===== src/rtl/irq_sense_pkg.sv =====
package irq_sense_pkg;
   typedef enum logic {
      SENSE_EDGE  = 1'b0,
      SENSE_LEVEL = 1'b1
   } sense_e;
endpackage


===== src/rtl/irq_sense_cfg.sv =====
module irq_sense_cfg
   import irq_sense_pkg::*;
#(
   parameter int PRIO_W  = 4,
   parameter bit CRIT_EN = 1'b1
) (
   input  logic              clk_i,
   input  logic              rst_ni,
   input  logic              we_i,
   input  logic              sense_i,
   input  logic              mask_i,
   input  logic              crit_i,
   input  logic [PRIO_W-1:0] prio_i,
   output sense_e            sense_q,
   output sense_e            sense_nx,
   output logic              mask_nx,
   output logic              crit_nx,
   output logic [PRIO_W-1:0] prio_q
);
   logic mask_q;
   logic crit_q;

   always_ff @(posedge clk_i or negedge rst_ni) begin
      if (!rst_ni) begin
         sense_q <= SENSE_EDGE;
         mask_q  <= 1'b1;
         prio_q  <= '0;
      end else if (we_i) begin
         sense_q <= sense_e'(sense_i);
         mask_q  <= mask_i;
         prio_q  <= prio_i;
      end
   end

   generate
      if (CRIT_EN) begin : g_crit
         always_ff @(posedge clk_i or negedge rst_ni) begin
            if (!rst_ni)   crit_q <= 1'b0;
            else if (we_i) crit_q <= crit_i;
         end
         assign crit_nx = we_i ? crit_i : crit_q;
      end else begin : g_nocrit
         assign crit_q  = 1'b0;
         assign crit_nx = 1'b0;
      end
   endgenerate

   assign sense_nx = we_i ? sense_e'(sense_i) : sense_q;
   assign mask_nx  = we_i ? mask_i : mask_q;
endmodule


===== src/rtl/irq_sense_core.sv =====
module irq_sense_core
   import irq_sense_pkg::*;
(
   input  logic   clk_i,
   input  logic   rst_ni,
   input  logic   upd_i,
   input  logic   lvl_i,
   input  sense_e sense_nx,
   input  logic   ack_i,
   output logic   lvl_q,
   output logic   pend_q,
   output logic   pend_nx,
   output logic   edge_ack
);
   logic lvl_nx;

   // new level is recorded first, then used for any level-mode reload
   assign lvl_nx   = upd_i ? lvl_i : lvl_q;
   assign edge_ack = ack_i && (sense_nx == SENSE_EDGE);

   always_comb begin
      pend_nx = pend_q;
      if (sense_nx == SENSE_LEVEL) begin
         pend_nx = lvl_nx;
      end else if (upd_i && lvl_i) begin
         pend_nx = 1'b1;
      end else if (edge_ack) begin
         pend_nx = 1'b0;
      end
   end

   always_ff @(posedge clk_i or negedge rst_ni) begin
      if (!rst_ni) begin
         lvl_q  <= 1'b0;
         pend_q <= 1'b0;
      end else begin
         lvl_q  <= lvl_nx;
         pend_q <= pend_nx;
      end
   end
endmodule


===== src/rtl/irq_sense_req.sv =====
module irq_sense_req (
   input  logic clk_i,
   input  logic rst_ni,
   input  logic pend_nx,
   input  logic mask_nx,
   input  logic crit_nx,
   input  logic edge_ack,
   output logic req_q,
   output logic act_q
);
   logic req_nx;

   assign req_nx = pend_nx && (!mask_nx || crit_nx);

   always_ff @(posedge clk_i or negedge rst_ni) begin
      if (!rst_ni) begin
         req_q <= 1'b0;
         act_q <= 1'b0;
      end else begin
         req_q <= req_nx;
         if (edge_ack)   act_q <= 1'b0;
         else if (req_q) act_q <= 1'b1;
      end
   end
endmodule


===== src/rtl/irq_sense_ctrl.sv =====
module irq_sense_ctrl
   import irq_sense_pkg::*;
#(
   parameter int PRIO_W  = 4,
   parameter bit CRIT_EN = 1'b1
) (
   input  logic              clk_i,
   input  logic              rst_ni,
   input  logic              irq_upd_i,
   input  logic              irq_lvl_i,
   input  logic              cfg_we_i,
   input  logic              cfg_sense_i,
   input  logic              cfg_mask_i,
   input  logic              cfg_crit_i,
   input  logic [PRIO_W-1:0] cfg_prio_i,
   input  logic              ack_i,
   output logic              req_o,
   output logic [PRIO_W-1:0] req_prio_o,
   output logic              pend_o,
   output logic              lvl_o,
   output logic              act_o,
   output logic              sense_o
);
   generate
      if (PRIO_W < 1 || PRIO_W > 8) begin : g_bad_prio
         $error("irq_sense_ctrl: PRIO_W must be 1..8");
      end
   endgenerate

   sense_e sense_q, sense_nx;
   logic   mask_nx, crit_nx;
   logic   pend_nx, edge_ack;

   irq_sense_cfg #(.PRIO_W(PRIO_W), .CRIT_EN(CRIT_EN)) u_cfg (
      .clk_i    (clk_i),
      .rst_ni   (rst_ni),
      .we_i     (cfg_we_i),
      .sense_i  (cfg_sense_i),
      .mask_i   (cfg_mask_i),
      .crit_i   (cfg_crit_i),
      .prio_i   (cfg_prio_i),
      .sense_q  (sense_q),
      .sense_nx (sense_nx),
      .mask_nx  (mask_nx),
      .crit_nx  (crit_nx),
      .prio_q   (req_prio_o)
   );

   irq_sense_core u_core (
      .clk_i    (clk_i),
      .rst_ni   (rst_ni),
      .upd_i    (irq_upd_i),
      .lvl_i    (irq_lvl_i),
      .sense_nx (sense_nx),
      .ack_i    (ack_i),
      .lvl_q    (lvl_o),
      .pend_q   (pend_o),
      .pend_nx  (pend_nx),
      .edge_ack (edge_ack)
   );

   irq_sense_req u_req (
      .clk_i    (clk_i),
      .rst_ni   (rst_ni),
      .pend_nx  (pend_nx),
      .mask_nx  (mask_nx),
      .crit_nx  (crit_nx),
      .edge_ack (edge_ack),
      .req_q    (req_o),
      .act_q    (act_o)
   );

   assign sense_o = sense_q;
endmodule


===== config.mk =====
export PLATFORM = sky130hd
export DESIGN_NAME = irq_sense_ctrl
export DESIGN_NICKNAME = d
export VERILOG_FILES = /design/src/rtl/irq_sense_pkg.sv /design/src/rtl/irq_sense_cfg.sv /design/src/rtl/irq_sense_core.sv /design/src/rtl/irq_sense_req.sv /design/src/rtl/irq_sense_ctrl.sv
export SDC_FILE = /design/constraint.sdc
export NUM_CORES = 1
export LEC_CHECK = 0
export BUFFER_PORTS_ARGS = -buffer_cell sky130_fd_sc_hd__buf_2
export CAP_MARGIN = 20
export CORE_AREA = 8 8 45 47
export CTS_CLUSTER_SIZE = 25
export DETAILED_ROUTE_END_ITERATION = 7
export DIE_AREA = 0 0 53 55
export GPL_TIMING_DRIVEN = 0
export HOLD_SLACK_MARGIN = 0.15
export PLACE_DENSITY = 0.73
export SLEW_MARGIN = 20
export SYNTH_ARGS = -nofsm -noshare
export SYNTH_HDL_FRONTEND = slang
export SYNTH_SLANG_ARGS = --single-unit

===== constraint.sdc =====
create_clock -name clk_i -period 1.3 [get_ports clk_i]
set_input_delay 0.13 -clock clk_i [delete_from_list [all_inputs] [get_ports clk_i]]
set_output_delay 0.13 -clock clk_i [all_outputs]
set_load 0.02 [all_outputs]

## Word-level counts from Yosys, hierarchy flattened

Index checks and enable logic that the tools add are counted.

| word-level totals | value |
|---|---|
| register bits | 11 |
| bits in latches | 0 |
| RAM bits | 0 |
| memory bits (read-only) | 0 |
| bits of input ports | 13 |
| output and inout port bits | 9 |
| logic and storage cells | 24 |
| memories | 0 |

| cells by class | value |
|---|---|
| $add $sub $neg | 0 |
| multipliers | 0 |
| divide/modulo/power cells | 0 |
| order comparisons | 0 |
| equality and inequality tests | 0 |
| shift operators | 0 |
| multiplexer cells | 9 |
| bitwise operators | 1 |
| reductions and logical operators | 6 |

Operators by type and width:

| kind | number |
|---|---|
| 1-bit 2-to-1 mux | 9 |
| 1-bit logical AND | 3 |
| 2-bit nonzero test | 1 |
| 1-bit zero test | 1 |
| 1-bit logical OR | 1 |
| 1-bit inverter | 1 |

## Longest topological paths before layout

Gate-level depths: netlist of run 1.

| logic depth | value |
|---|---|
| depth after elaboration | 7 |
| mapped depth | 4 |
| mapped depth without buffers | 3 |

## Cells and area by module

From an unflattened synthesis of run 1, not the netlist that was laid out.

| second synthesis, totals | value |
|---|---|
| cell total of the unflattened synthesis | 30 |
| area total of the unflattened synthesis | 457.9 um^2 |

Modules (own cells, without submodules):

| module | times used | cells an instance | area each (um^2) | sequential area each (um^2) |
|---|---|---|---|---|
| irq_sense_cfg | 1 | 15 | 292.8 | 176.4 |
| irq_sense_core | 1 | 9 | 96.3 | 50.0 |
| irq_sense_req | 1 | 6 | 68.8 | 50.0 |

## Worst setup path before layout of run 1

OpenSTA, ideal clock, no wires.

| timing path | value |
|---|---|
| path type | register to register |
| start | register u_cfg.sense_q |
| end | register u_req.req_q |
| setup time | 0.131 ns |
| data arrival time | 0.969 ns |
| data required time | 1.169 ns |
| setup slack | 0.200 ns |
| cell stages (with the launch flop) | 4 |
| buffers on the path | 0 |
| clock period less this slack | 1.100 ns |
| cells stage by stage | dfrtp_1 > mux2i_4 > mux2i_1 > a22oi_1 |

| on the way | value |
|---|---|
| cells in the longest elaborated chain, start to end | 7 |

RTL lines:

| what | RTL line | source |
|---|---|---|
| start, declared | irq_sense_cfg.sv:14 | `output sense_e sense_q,` |
| start signal, assigned | irq_sense_cfg.sv:29 | `sense_q <= sense_e'(sense_i);` |
| 1-bit 2-to-1 mux (*) | n/a |  |
| 1-bit inverter | irq_sense_core.sv:19 | `assign edge_ack = ack_i && (sense_nx == SENSE_EDGE);` |
| 1-bit logical AND | irq_sense_core.sv:19 |  |
| 1-bit 2-to-1 mux | irq_sense_core.sv:27 | `end else if (edge_ack) begin` |
| 1-bit 2-to-1 mux | irq_sense_core.sv:25 | `end else if (upd_i && lvl_i) begin` |
| 1-bit 2-to-1 mux (*) | irq_sense_core.sv:23 | `if (sense_nx == SENSE_LEVEL) begin` |
| 1-bit logical AND (*) | irq_sense_req.sv:13 | `assign req_nx = pend_nx && (!mask_nx \|\| crit_nx);` |
| via u_req.req_nx | irq_sense_req.sv:11 | `logic req_nx;` |
| end signal, assigned | irq_sense_req.sv:20 | `req_q <= req_nx;` |
| end, declared | irq_sense_req.sv:8 | `output logic req_q,` |

The timed path passes the listed nets; every way through them passes the cells marked *.
A chain may end at the register's enable or synchronous reset.

## Worst setup path after layout of run 1

| timing path | value |
|---|---|
| start | input port cfg_we_i |
| end | register u_req.req_q |

| on the way | value |
|---|---|
| cells in the longest elaborated chain, start to end | 7 |
| elaborated cells on any way between the ends | 11 |
| classes of those cells | mux (6); bitwise (1); reduce/logical (4) |

RTL lines:

| what | RTL line | source |
|---|---|---|
| start, declared | irq_sense_ctrl.sv:11 | `input logic cfg_we_i,` |
| 1-bit 2-to-1 mux | n/a |  |
| 1-bit inverter | irq_sense_core.sv:19 |  |
| 1-bit logical AND | irq_sense_core.sv:19 |  |
| 1-bit 2-to-1 mux | irq_sense_core.sv:27 |  |
| 1-bit 2-to-1 mux | irq_sense_core.sv:25 |  |
| 1-bit 2-to-1 mux | irq_sense_core.sv:23 |  |
| 1-bit logical AND (*) | irq_sense_req.sv:13 |  |
| via u_req.req_nx | irq_sense_req.sv:11 |  |

Marked as above.

==> results of run 1 <==
==> state kept, by name, indices dropped and copies added (netlist names) <==
register / count
u_cfg.prio_q: 4
u_req.act_q: 1
u_core.pend_q: 1
u_core.lvl_q: 1
u_cfg.mask_q: 1
u_cfg.sense_q: 1
u_cfg.crit_q: 1
u_req.req_q: 1
==> power by group through the flow <==
stage	Combinational [W]	Sequential, W	Clock [W]
final	0.000197	0.000400	0.000230
after detailed placement	0.000167	0.000407	0
after CTS	0.000195	0.000400	0.000241
after global routing	0.000213	0.000405	0.000254
after floorplan	0.0000567	0.000448	0
after global placement	0.000164	0.000404	0
==> per-stage QoR <==
| stage | worst slack (ns) | instances | area (um2) | utilization [%] | total power, W |
|---|---|---|---|---|---|
| after global routing | 0.00459 | 84 | 719 | 52.0 | 0.000872 |
| after CTS | 0.0154 | 82 | 704 | 50.9 | 0.000836 |
| after global placement | 0.248 | 66 | 558 | 40.3 | 0.000569 |
| after detailed placement | 0.258 | 66 | 558 | 40.3 | 0.000574 |
| final | 0.0588 | 84 | 719 | 52.0 | 0.000827 |
| after floorplan | 0.200 | 30 | 438 | - | 0.000505 |
==> worst max-delay path: stages <==
cell and delay (ns):
dlygate4sd3_1 0.55, buf_6 0.11, mux2i_4 0.24, mux2i_1 0.24
a22oi_1 0.11
==> cell type report <==
cell class / instances / share of cell area [%]
flip-flops and latches: 11 / 38.4
repair buffers: 34 / 32.7
multi-input cells: 16 / 19.8
clock buffers: 4 / 3.65
well taps: 16 / 2.78
plain buffers: 1 / 1.57
inverters: 2 / 1.04
==> cells in the final DEF, fill, tap and decap left out <==
cell,count
mux2i_4,1
mux2i_1,2
clkbuf_4,3
buf_2,20
buf_4,2
inv_1,2
buf_6,1
a22oi_1,1
dfstp_2,1
a21o_1,1
dlygate4sd3_1,12
clkbuf_1,1
dfrtp_1,10
nor2_1,1
nand2_1,2
mux2_2,5
nor2b_1,2
a21oi_1,1
==> worst paths after layout <==
check | start | endpoint | slack [ns]
worst max-delay path | cfg_we_i | u_req.req_q | 0.06
worst min-delay path | rst_ni | u_cfg.prio_q[0] | 0.25
worst max register to register | u_cfg.sense_q | u_req.req_q | 0.24
worst min register to register | u_cfg.crit_q | u_cfg.crit_q | 0.49
max in group asynchronous | rst_ni | u_cfg.mask_q | 0.80
min in group clk_i | u_cfg.crit_q | u_cfg.crit_q | 0.49
==> cell families after synthesis <==
kind of cell,count (synthesis)
AO/OA/AOI/OAI,3
buffers and inverters,3
flip-flops,11
multiplexers,8
AND/OR/NAND/NOR,5
==> metal layers <==
| metal | vias to the layer above | GRT usage (%) | wire (um) |
|---|---|---|---|
| met1 | 161 | 6.13 | 333 |
| met2 | 16 | 12.3 | 479 |
| met5 | - | 0 | 0 |
| met4 | 0 | 7.76 | 38 |
| met3 | 5 | 4.01 | 135 |
| li1 | 175 | - | - |
==> what timing repair did <==
action | 4_1_cts | 5_1_grt
setup endpoints to repair | 0 | 2
setup buffers | 0 | 2
hold endpoints to repair | 21 | 0
gates resized for setup | 0 | 0
hold buffers | 12 | 0
==> results, run 1 <==
- The flow ran to the end, and the final reports show no timing, DRC or antenna violations.
- The number of failing hold endpoints at the final stage is 0.
- The type of the worst setup path is in2reg.
- Summed over all layers, the global routing overflow is 0.
- The area taken by flip-flops and latches is about 280 um2.
- STA classifies the critical path endpoint as a flop.
- The highest clock frequency the design can meet is about 0.81 GHz.
- The total global-route track usage is under 10%.
- CTS built an H-tree with a depth of 1.
- The register bit count reported by yosys is 11.
- The count of nets left with antenna violations once routing finished came out at 0.
- Counting flops with a built-in enable in the synthesized netlist gives 0.
- The switching power is between 0.0002 and 0.00025 W.
- The final number of max-transition violations is 0.
- The final net count is 82.
- The number of fillers in the final layout is roughly 120.
- The total wire length is a little under 1000 um.
- Of the total synthesized cell area, the portion taken by full adders, half adders and majority gates is 0%.
- The wire length of the first global-routing pass is around 1500 um.
- The floorplan step defined a die boundary enclosing ~0.0029 mm2.
- The clock net in this run drives a total of 11 sinks.
- The analysis attributes to cell leakage a power of roughly 0.36 nW.
- The number of global-route vias before repair is about 370.
- The number of antenna violations at the first check in global routing is 0.
- The multiplexer share of the synthesized area is between 20% and 30%.
- Along the worst path, the maximum fanout reaches 3.
- The clock latency on the worst-skew pair is between 0.2 and 0.3 ns.
- Setup repair after global routing left no endpoint under its margin.
- In the final layout, the share of cells above drive strength 1 is around half.
- Data on the critical path is required at its endpoint by approximately 1.5 ns.
- The height of the die is around 55 um.
- For this design the ratio of total power to cell area is around 1100 mW/mm2.
- The wire-length estimate of the detail-placed layout is about 720 um.
- The cell count after synthesis came out at 30.
- Ranked by total cell area, the synthesized netlist is headed by dfrtp_1 (57%), mux2_2 (13%), dfstp_2 (6.0%).
- The Yosys step of the flow raised 0 warnings.
- Synthesis instantiated 13 different standard cells from the library.
- The post-synthesis sequential area ratio is 63.1%.
- After synthesis, the largest area contributor takes up 57.1% of total cell area.
- For this configuration, the core starts out at a cell density of roughly a third.
- The worst path uses between 90% and 100% of the clock period.
- The root buffer cell is clkbuf_4.
- For this run, the detailed router's first-pass iteration total came to 1.
- The initial detailed-routing violation count is 0.
- The total I/O pin count is 22.
- The tool flagged a number of max-cap violations equal to 0.
- The core area is 0.00138 mm2.
- The cell depth of the worst flop-to-flop path is 3.
- By area, the combinational part of the netlist is dominated by multiplexers.
- Synthesis produced a netlist with a net count of between 40 and 50.
- The clock period could shrink to about 1.2 ns.
- In the synthesized netlist the dominant register cell turns out to be dfrtp_1.
- Relative to the synthesized area, the layout overhead comes to 64.3%.
- The setup clock skew after layout is roughly 0.00058 ns.
- Detailed routing inserted a total of 357 vias.
- The proportion of register bits with asynchronous set or reset after synthesis is between 90% and 100%.
- The internal portion of total power is about 0.0006 W.
- TritonCTS built the clock tree.
- The average size of a mapped cell is ~15 um2.
- Hold is met by 0.248 ns.
- Measured along the x axis, the die boundary spans ~53 um.
- The final antenna diode count is 0.
- The xor-xnor portion of the synthesized cell area is 0%.
- After detailed routing, the number of remaining DRC violations is 0.
- dfrtp_1 is the most common cell in the netlist.
- Port buffering added 20 buffers.
- Per report_power, the clock group accounts for 27.8% of the total.
- Across the VDD grid, the largest voltage drop is slightly above 0.4 mV.
- The clock-pin slew of the registers on the worst-case setup and hold paths is approximately 0.070 ns.
- The sequential fraction of design power is around half.
- Setup violations remaining at the end of the flow were counted as 0.
- The per-cell via count in the routed design is around 4.3.
- STA puts the critical path data arrival time at about 1.4 ns.
- Combinational logic burns around a quarter of the power.
- The simple-gate share of the synthesized area is under 10%.
- The setup TNS is 0 ns.
- By count the netlist is led by dfrtp_1 (10), mux2_2 (5).
- Routability-driven placement finished with a final weighted congestion of ~0.7.
- Net switching is 27.4% of the power.
- Measured against its own limit, the worst slew margin works out to a little over four fifths.
- The largest buffer count on any clock path is 2.
- The pin slew with the least headroom to its limit is 0.241 ns.
- Summing all multi-input logic gate instances after layout gives around 140 um2.
- Dividing the detail-routed wire length by the instance count gives between 10 and 15 um.
- The standard-cell row count is 14.
- The synthesized netlist occupies a cell area of ~440 um2.
- Summed over all instances, the cell type with the most area after synthesis is dfrtp_1.
- The synthesized netlist devotes between 4 and 5% of its cell area to compound gates.
- In this run the worst hold path is classified as in2async.
- The pin count of the biggest net entering global routing is 12.
- The worst setup path is launched from an input port.
- The TritonCTS buffer count is 3.
No activity file was read; power rests on OpenSTA's default activity.
==> run 2, diff against run 1 <==
--- a/config.mk
+++ b/config.mk
@@ -7,13 +7,13 @@
 export LEC_CHECK = 0
 export BUFFER_PORTS_ARGS = -buffer_cell sky130_fd_sc_hd__buf_2
 export CAP_MARGIN = 20
-export CORE_AREA = 8 8 45 47
+export CORE_MARGIN = 8
+export CORE_UTILIZATION = 25
 export CTS_CLUSTER_SIZE = 25
 export DETAILED_ROUTE_END_ITERATION = 7
-export DIE_AREA = 0 0 53 55
 export GPL_TIMING_DRIVEN = 0
 export HOLD_SLACK_MARGIN = 0.15
-export PLACE_DENSITY = 0.73
+export PLACE_DENSITY = 0.61
 export SLEW_MARGIN = 20
 export SYNTH_ARGS = -nofsm -noshare
 export SYNTH_HDL_FRONTEND = slang
==> run 2 against run 1 <==
Worst hold slack got worse by 0.086 ns. Die area increased by 15%. Largest cell class unchanged. Cell count decreased by 2.4%. Count of clock-buffer cells in the layout decreased by 1. Flip-flop and latch count unchanged. Clock skew increased by 0.0055 ns.
==> results, run 2 (same netlist as run 1, synthesis figures left out) <==
- The final core utilization is 41.3%.
- In this run the critical register-to-register path is captured at u_req.req_q.
- After global routing the overflow that remains totals 0.
- The total global-route track usage is 6.37%.
- After detailed routing, the number of remaining DRC violations is 0.
- Relative to the synthesized area, the layout overhead comes to 59.1%.
- The wire length of the first global-routing pass is between 1500 and 2000 um.
- The longest clock path from root to sink contains 2 buffers.
- The number of buffers inserted by post-CTS setup repair is 0.
- The standard-cell row count is 15.
- After clock tree synthesis, the clock-pin slew on the worst setup and hold paths is about 0.07 ns.
- The tool flagged a number of max-cap violations equal to 0.
- The register with the most flip-flops in the layout has 4 of them.
- The core region is roughly 0.0017 mm2.
- In this design, the stage delay of the slowest critical-path cell is 0.54 ns.
- The maximum net fanout on the critical path is 3.
- The data arrival time of the critical path is about 1.3 ns.
- After detailed routing, the number of vias per cell comes to ~4.2.
- At the worst endpoint, the required time is 1.44 ns.
- The root buffer cell is clkbuf_4.
- The first detailed-routing pass ran for 2 iterations.
- The die is about 58 um tall.
- The initial detailed-routing violation count is 9.
- The signal on the critical path passes through dlygate4sd3_1 -> buf_2 -> mux2i_4 -> mux2i_1 -> a22oi_1.
- Port buffering added 20 buffers.
- The most critical setup path has its endpoint at u_req.req_q.
- TritonCTS built the clock tree.
- The slowest library cell on the worst path is dlygate4sd3_1.
- The number of global-route vias before repair is 382.
- The final routed wire length divided by cell count is between 10 and 15 um.
- The worst path uses 92.4% of the clock period.
- The type of the worst setup path is in2reg.
- The largest register by flop count is u_cfg.prio_q.
- In this run the power density over the cells is ~1200 mW/mm2.
- Leaving out fill and tap cells, the most frequent cell in the layout is buf_2.
- In this run the number of H-tree levels came out at 1.
- After clock tree synthesis, the repair step resized 0 gates.
- The launch point of the worst path is cfg_sense_i.
- At the pin with the least slew margin, the transition time is 0.243 ns.
- For the finished layout, the period the worst path requires is 1.20 ns.
- Clock tree synthesis inserted a total of 3 buffers.
- The setup TNS is 0 ns.
- The final number of max-transition violations came to 0.
- The number of vias after detailed routing is between 300 and 400.
- The analysis attributes to cell leakage a power of approximately 0.35 nW.
- The startpoint of the worst-slack reg-to-reg timing path is u_cfg.sense_q.
- The worst register-to-register path has a depth of 3.
- The worst setup path is launched from an input port.
- The number of antenna violations at the first check in global routing was 0.
- The count of nets left with antenna violations after detail routing is 0.
- The final layout contains 79 nets.
- The setup check on the worst reg-to-reg path leaves a slack of 0.21 ns.
- Setup repair after global routing left no endpoint under its margin.
- STA classifies the critical path endpoint as a flop.
- The die is just under 60 um wide.
- The flow ran to the end, and the final reports show no timing, DRC or antenna violations.
- The CTS sink count is 11.
- The setup clock skew after layout is 0.00604 ns.
- The starting density of the core is between 20% and 30%.
- The final weighted congestion of routability-driven global placement is approximately 0.62.
- The die covers 0.00335 mm2.
- The number of failing hold endpoints at the final stage is 0.
- The total wire length is roughly 950 um.
- The number of antenna diodes in the final layout is 0.
- The HPWL after detailed placement is 727 um.
- With fillers left out, the area of the finished cells amounts to between 600 and 700 um2.
- The placed cell area is roughly 560 um2.
- Setup violations remaining at the end of the flow were counted as 0.
- The clock reaches the later pin of the worst-skew pair after between 0.2 and 0.3 ns.
- VDD sags by at most slightly above 0.3 mV.
- The worst hold path belongs to the class in2reg.
- Timing would allow up to between 0.8 and 0.9 GHz.
- The pin count of the biggest net entering global routing is 12.
- In this run the count of I/O pins placed on the die edge is 22.
- In the layout the commonest cells are buf_2 (20), dlygate4sd3_1 (11), dfrtp_1 (10), mux2_2 (5), clkbuf_4 (3).
- The worst-case headroom to the max-slew limit is between 80% and 90%.
- The post-route netlist has roughly half of its cells at a drive strength greater than 1.
## run 2: where the power goes
part	switching, W	internal (W)	leakage (nW)
Clock	0.000112	0.000113	0.0177
Sequential	0.0000170	0.000383	0.130
Combinational	0.0000966	0.0000929	0.205
## run 2: how the worst min path moves through the flow
stage | cells past startpoint | end | slack [ns] | startpoint
floorplan | 0 | u_cfg.crit_q | -0.17 | rst_ni
global placement | 1 | u_cfg.prio_q[3] | 0.009 | rst_ni
detailed placement | 1 | u_cfg.prio_q[0] | 0.01 | rst_ni
CTS | 3 | u_cfg.sense_q | 0.16 | cfg_we_i
global route | 2 | u_cfg.prio_q[2] | 0.17 | cfg_we_i
finish | 3 | u_cfg.sense_q | 0.16 | cfg_we_i
## run 2: area by class of cell
cell class,count,area [um2]
Fill cell,170,992
Sequential cell,11,277
Timing Repair Buffer,31,210
Multi-Input combinational cell,16,143
Clock buffer,3,22.5
Tap cell,17,21.3
Buffer,1,11.3
Inverter,2,7.51
Clock inverter,1,5.00
## run 2: timing repair
item | in CTS | in global routing
endpoints found under the setup margin | 0 | 0
hold buffers | 11 | 0
endpoints found under the hold margin | 21 | 0
## run 2: critical path: cells and delay by family
kind	cells	cell delay, ns
AOI/OAI and AO/OA	1	0.11
buffers and inverters	2	0.67
muxes	2	0.43
## run 2: routing by layer
metal / track usage (%) / part of all wire, %
met2: 10.4 / 46
met5: 0 / 0
met4: 3.15 / 0
met1: 6.60 / 42
met3: 3.31 / 12
## run 2: through the flow
step | total power (W) | std cells | hold slack [ns] | setup WS (ns)
6_report | 0.000814 | 82 | 0.162 | 0.0991
5_1_grt | 0.000859 | 82 | 0.167 | 0.0590
4_1_cts | 0.000825 | 82 | 0.164 | 0.107
3_5_place_dp | 0.000574 | 67 | 0.0123 | 0.220
3_3_place_gp | 0.000570 | 67 | 0.00922 | 0.248
2_1_floorplan | 0.000505 | 30 | -0.166 | 0.200
==> run 3, diff against run 2 <==
--- a/config.mk
+++ b/config.mk
@@ -13,7 +13,7 @@
 export DETAILED_ROUTE_END_ITERATION = 7
 export GPL_TIMING_DRIVEN = 0
 export HOLD_SLACK_MARGIN = 0.15
-export PLACE_DENSITY = 0.61
+export PLACE_DENSITY = 0.63
 export SLEW_MARGIN = 20
 export SYNTH_ARGS = -nofsm -noshare
 export SYNTH_HDL_FRONTEND = slang
==> constraint.sdc (replaced) <==
create_clock -name clk_i -period 1.02 [get_ports clk_i]
set_input_delay 0.102 -clock clk_i [delete_from_list [all_inputs] [get_ports clk_i]]
set_output_delay 0.102 -clock clk_i [all_outputs]
set_load 0.02 [all_outputs]
==> run 3 against run 2 <==
Register-to-register slack worse by 0.25 ns. Sequential power up 27%. Critical path depth decreased by 2. First-iteration DRC count decreased by 89%. Worst hold slack got worse by 0.015 ns. Cell count up 1.2%. Flip-flop and latch count is the same. Combinational power is 31% higher. The flow now finishes with violations (setup timing).
==> results, run 3 (same netlist as run 1, synthesis figures left out) <==
- The flow ran to the end, but the final reports show violations.
- The final reports fail on setup timing.
- Along the worst path, the maximum fanout reaches 2.
- After detailed placement, the total cell area comes to ~560 um2.
- The worst path in the final design needs a cycle of 1.06 ns, including I/O delays and setup.
- The setup check on the worst reg-to-reg path leaves a slack of -0.04 ns.
- The final worst setup slack is -0.0387 ns.
- From synthesis to final layout, the design area changed by 60.9%.
- The per-cell via count in the routed design is between 4 and 5.
- 0 antenna diodes ended up in the layout.
- The pin slew with the least headroom to its limit is around 0.25 ns.
- The floorplan step defined a core boundary enclosing around 0.0017 mm2.
- The CTS tree is built.
- The final number of max-transition violations is 0.
- The number of vias after detailed routing is 355.
- The wire length of the first global-routing pass is 1640 um.
- On the final layout, the worst hold slack is 0.147 ns.
- The proportion of layout cells with a drive suffix above 1 is between 50% and 60%.
- The CTS sink count is 11.
- Clock-pin slew was measured on the worst setup and hold paths at 0.07 ns.
- The number of failing hold endpoints at the final stage is 0.
- The worst setup path is launched from a flop.
- The clock latency on the worst-skew pair is roughly 0.26 ns.
- Input and output buffers added on the ports amount to 20.
- The die footprint is ~0.0033 mm2.
- The startpoint identified for the worst register-to-register timing path is u_cfg.sense_q.
- The detail route stage leaves a number of antenna-violating nets equal to 0.
- Counting along the longest clock path gives a buffer depth of 2.
- The total I/O pin count is 22.
- The critical path goes through mux2i_4 -> mux2i_1 -> a22oi_1.
- The standard-cell row count is 15.
- The count of max-cap constraint violations is 0.
- For this run, the top clock speed supported by timing is about 0.94 GHz.
- The initial detailed-routing violation count is 1.
- Global routing consumed, over all layers together, 6.41% of the routing resources.
- Setup repair after global routing could not meet its margin everywhere.
- The largest stage delay on the critical path is 0.42 ns.
- On the final layout, the worst clock skew is about 0.00068 ns.
- The final routed DRC violation total is 0.
- The critical path in this run is classified as reg2reg.
- At the placement stage, the worst setup path has a slack of -0.0525 ns.
- The largest register by flop count is u_cfg.prio_q.
- The library cells used most frequently in the layout, excluding fill and tap cells, are buf_2 (20), dlygate4sd3_1 (11), dfrtp_1 (9), mux2_2 (5), clkbuf_4 (3).
- Entering global routing, the biggest net connects 12 pins.
- The worst hold path belongs to the class in2reg.
- Setup total negative slack on the finished layout was measured at -0.0387 ns.
- The register with the most flip-flops in the layout has 4 of them.
- The worst hold path passes through 2 cells.
- The reg-to-reg endpoint is u_req.req_q.
- The sink of the worst hold path is u_cfg.prio_q[1].
- Power spread over the standard cell area amounts to between 1000 and 1500 mW/mm2.
- The maximum ir drop on the vdd rail is approximately 0.55 mV.
- The finished layout cell area is approximately 700 um2.
- The routed design has 993 um of wire.
- The die is slightly below 60 um tall.
- The cell depth of the worst flop-to-flop path is 3.
- The largest individual stage delay along the critical path comes from the cell dfrtp_2.
- Routability-driven placement finished with a final weighted congestion of slightly below 0.7.
- The layout has ~170 filler cells.
- After the last flow step, the layout net total stands at 80.
- The worst hold path begins at cfg_we_i.
- The endpoint kind of the worst setup timing path is a flop.
- The reported leakage power is between 0.3 and 0.4 nW.
- For the worst setup path, the data required time is 1.15 ns.
- After detailed routing, the average wire length per cell comes to around 12 um.
- The root buffer cell is clkbuf_4.
- The number of global-route vias before repair came to 390.
- The CTS H-tree depth is 1.
- Leaving out fill and tap cells, the most frequent cell in the layout is buf_2.
- The pre-antenna-repair detailed-routing pass consisted of 4 iterations.
- The number of setup violations in the final report is 1.
- The starting density of the core is about a quarter.
- The worst-case headroom to the max-slew limit is between 80% and 90%.
- The final period utilization is 104%.
- The number of antenna violations at the first check in global routing was 0.
- The TritonCTS buffer count is 3.
- The data arrival time of the critical path is 1.19 ns.
- Summed over all layers, the global routing overflow is 0.
- The die is 57.9 um wide.
## run 3: changes by cell type in the layout (fill, tap and decap cells not counted), sizes merged
| cell | previous run | this run |
|---|---|---|
| buf | 21 | 22 |
| clkbuf | 3 | 4 |
| clkinv | 1 | 0 |
## run 3: repair_timing
item,CTS,global route
endpoints found under the hold margin,20,1
buffers inserted,1,0
pin swaps,0,2
endpoints found under the setup margin,1,2
hold buffers,10,1
resized for setup,0,0
## run 3: how the worst max path moves through the flow
stage	end	slack, ns	startpoint	cells after the start
5_1_grt	u_req.req_q	-0.08	u_cfg.sense_q	3
2_1_floorplan	u_req.req_q	-0.05	u_cfg.sense_q	3
3_3_place_gp	u_req.req_q	-0.04	u_cfg.sense_q	3
3_5_place_dp	u_req.req_q	-0.05	u_cfg.sense_q	3
4_1_cts	u_req.req_q	-0.05	u_cfg.sense_q	3
6_report	u_req.req_q	-0.04	u_cfg.sense_q	3
## run 3: cell type report
cell class	instances	area [um2]	area share [%]
inverter	2	7.51	1.07
sequential	11	278	39.4
buffer	1	11.3	1.60
tap	17	21.3	3.02
multi-input combinational	16	143	20.2
clock buffer	4	26.3	3.73
timing repair buffer	32	218	30.9
## run 3: report_power, final
part / switching [W] / internal [W] / total [W]
registers: 0.0000207 / 0.000489 / 0.000509
clock network: 0.000131 / 0.000151 / 0.000282
logic: 0.000126 / 0.000123 / 0.000249
total: 0.000277 / 0.000763 / 0.00104
## run 3: stage by stage
step	total power [W]	std cells	util (%)
after floorplan	0.000645	30	-
final	0.00104	83	41.7
after global routing	0.00111	83	41.7
after CTS	0.00106	82	41.1
after global placement	0.000727	67	33.2
after detailed placement	0.000733	67	33.2
## run 3: metal layers
layer	share of wire [%]	global-route usage, %	vias up
met3	8.1	2.87	2
met5	0	0	-
met1	45	7.22	166
met2	47	9.55	13
li1	-	-	174
met4	0.50	4.20	0
## run 3: worst max-delay path, delay by kind of cell, from the launching register on
| kind | cells | cell delay (ns) |
|---|---|---|
| flops | 1 | 0.42 |
| mux | 2 | 0.41 |
| compound gates | 1 | 0.11 |
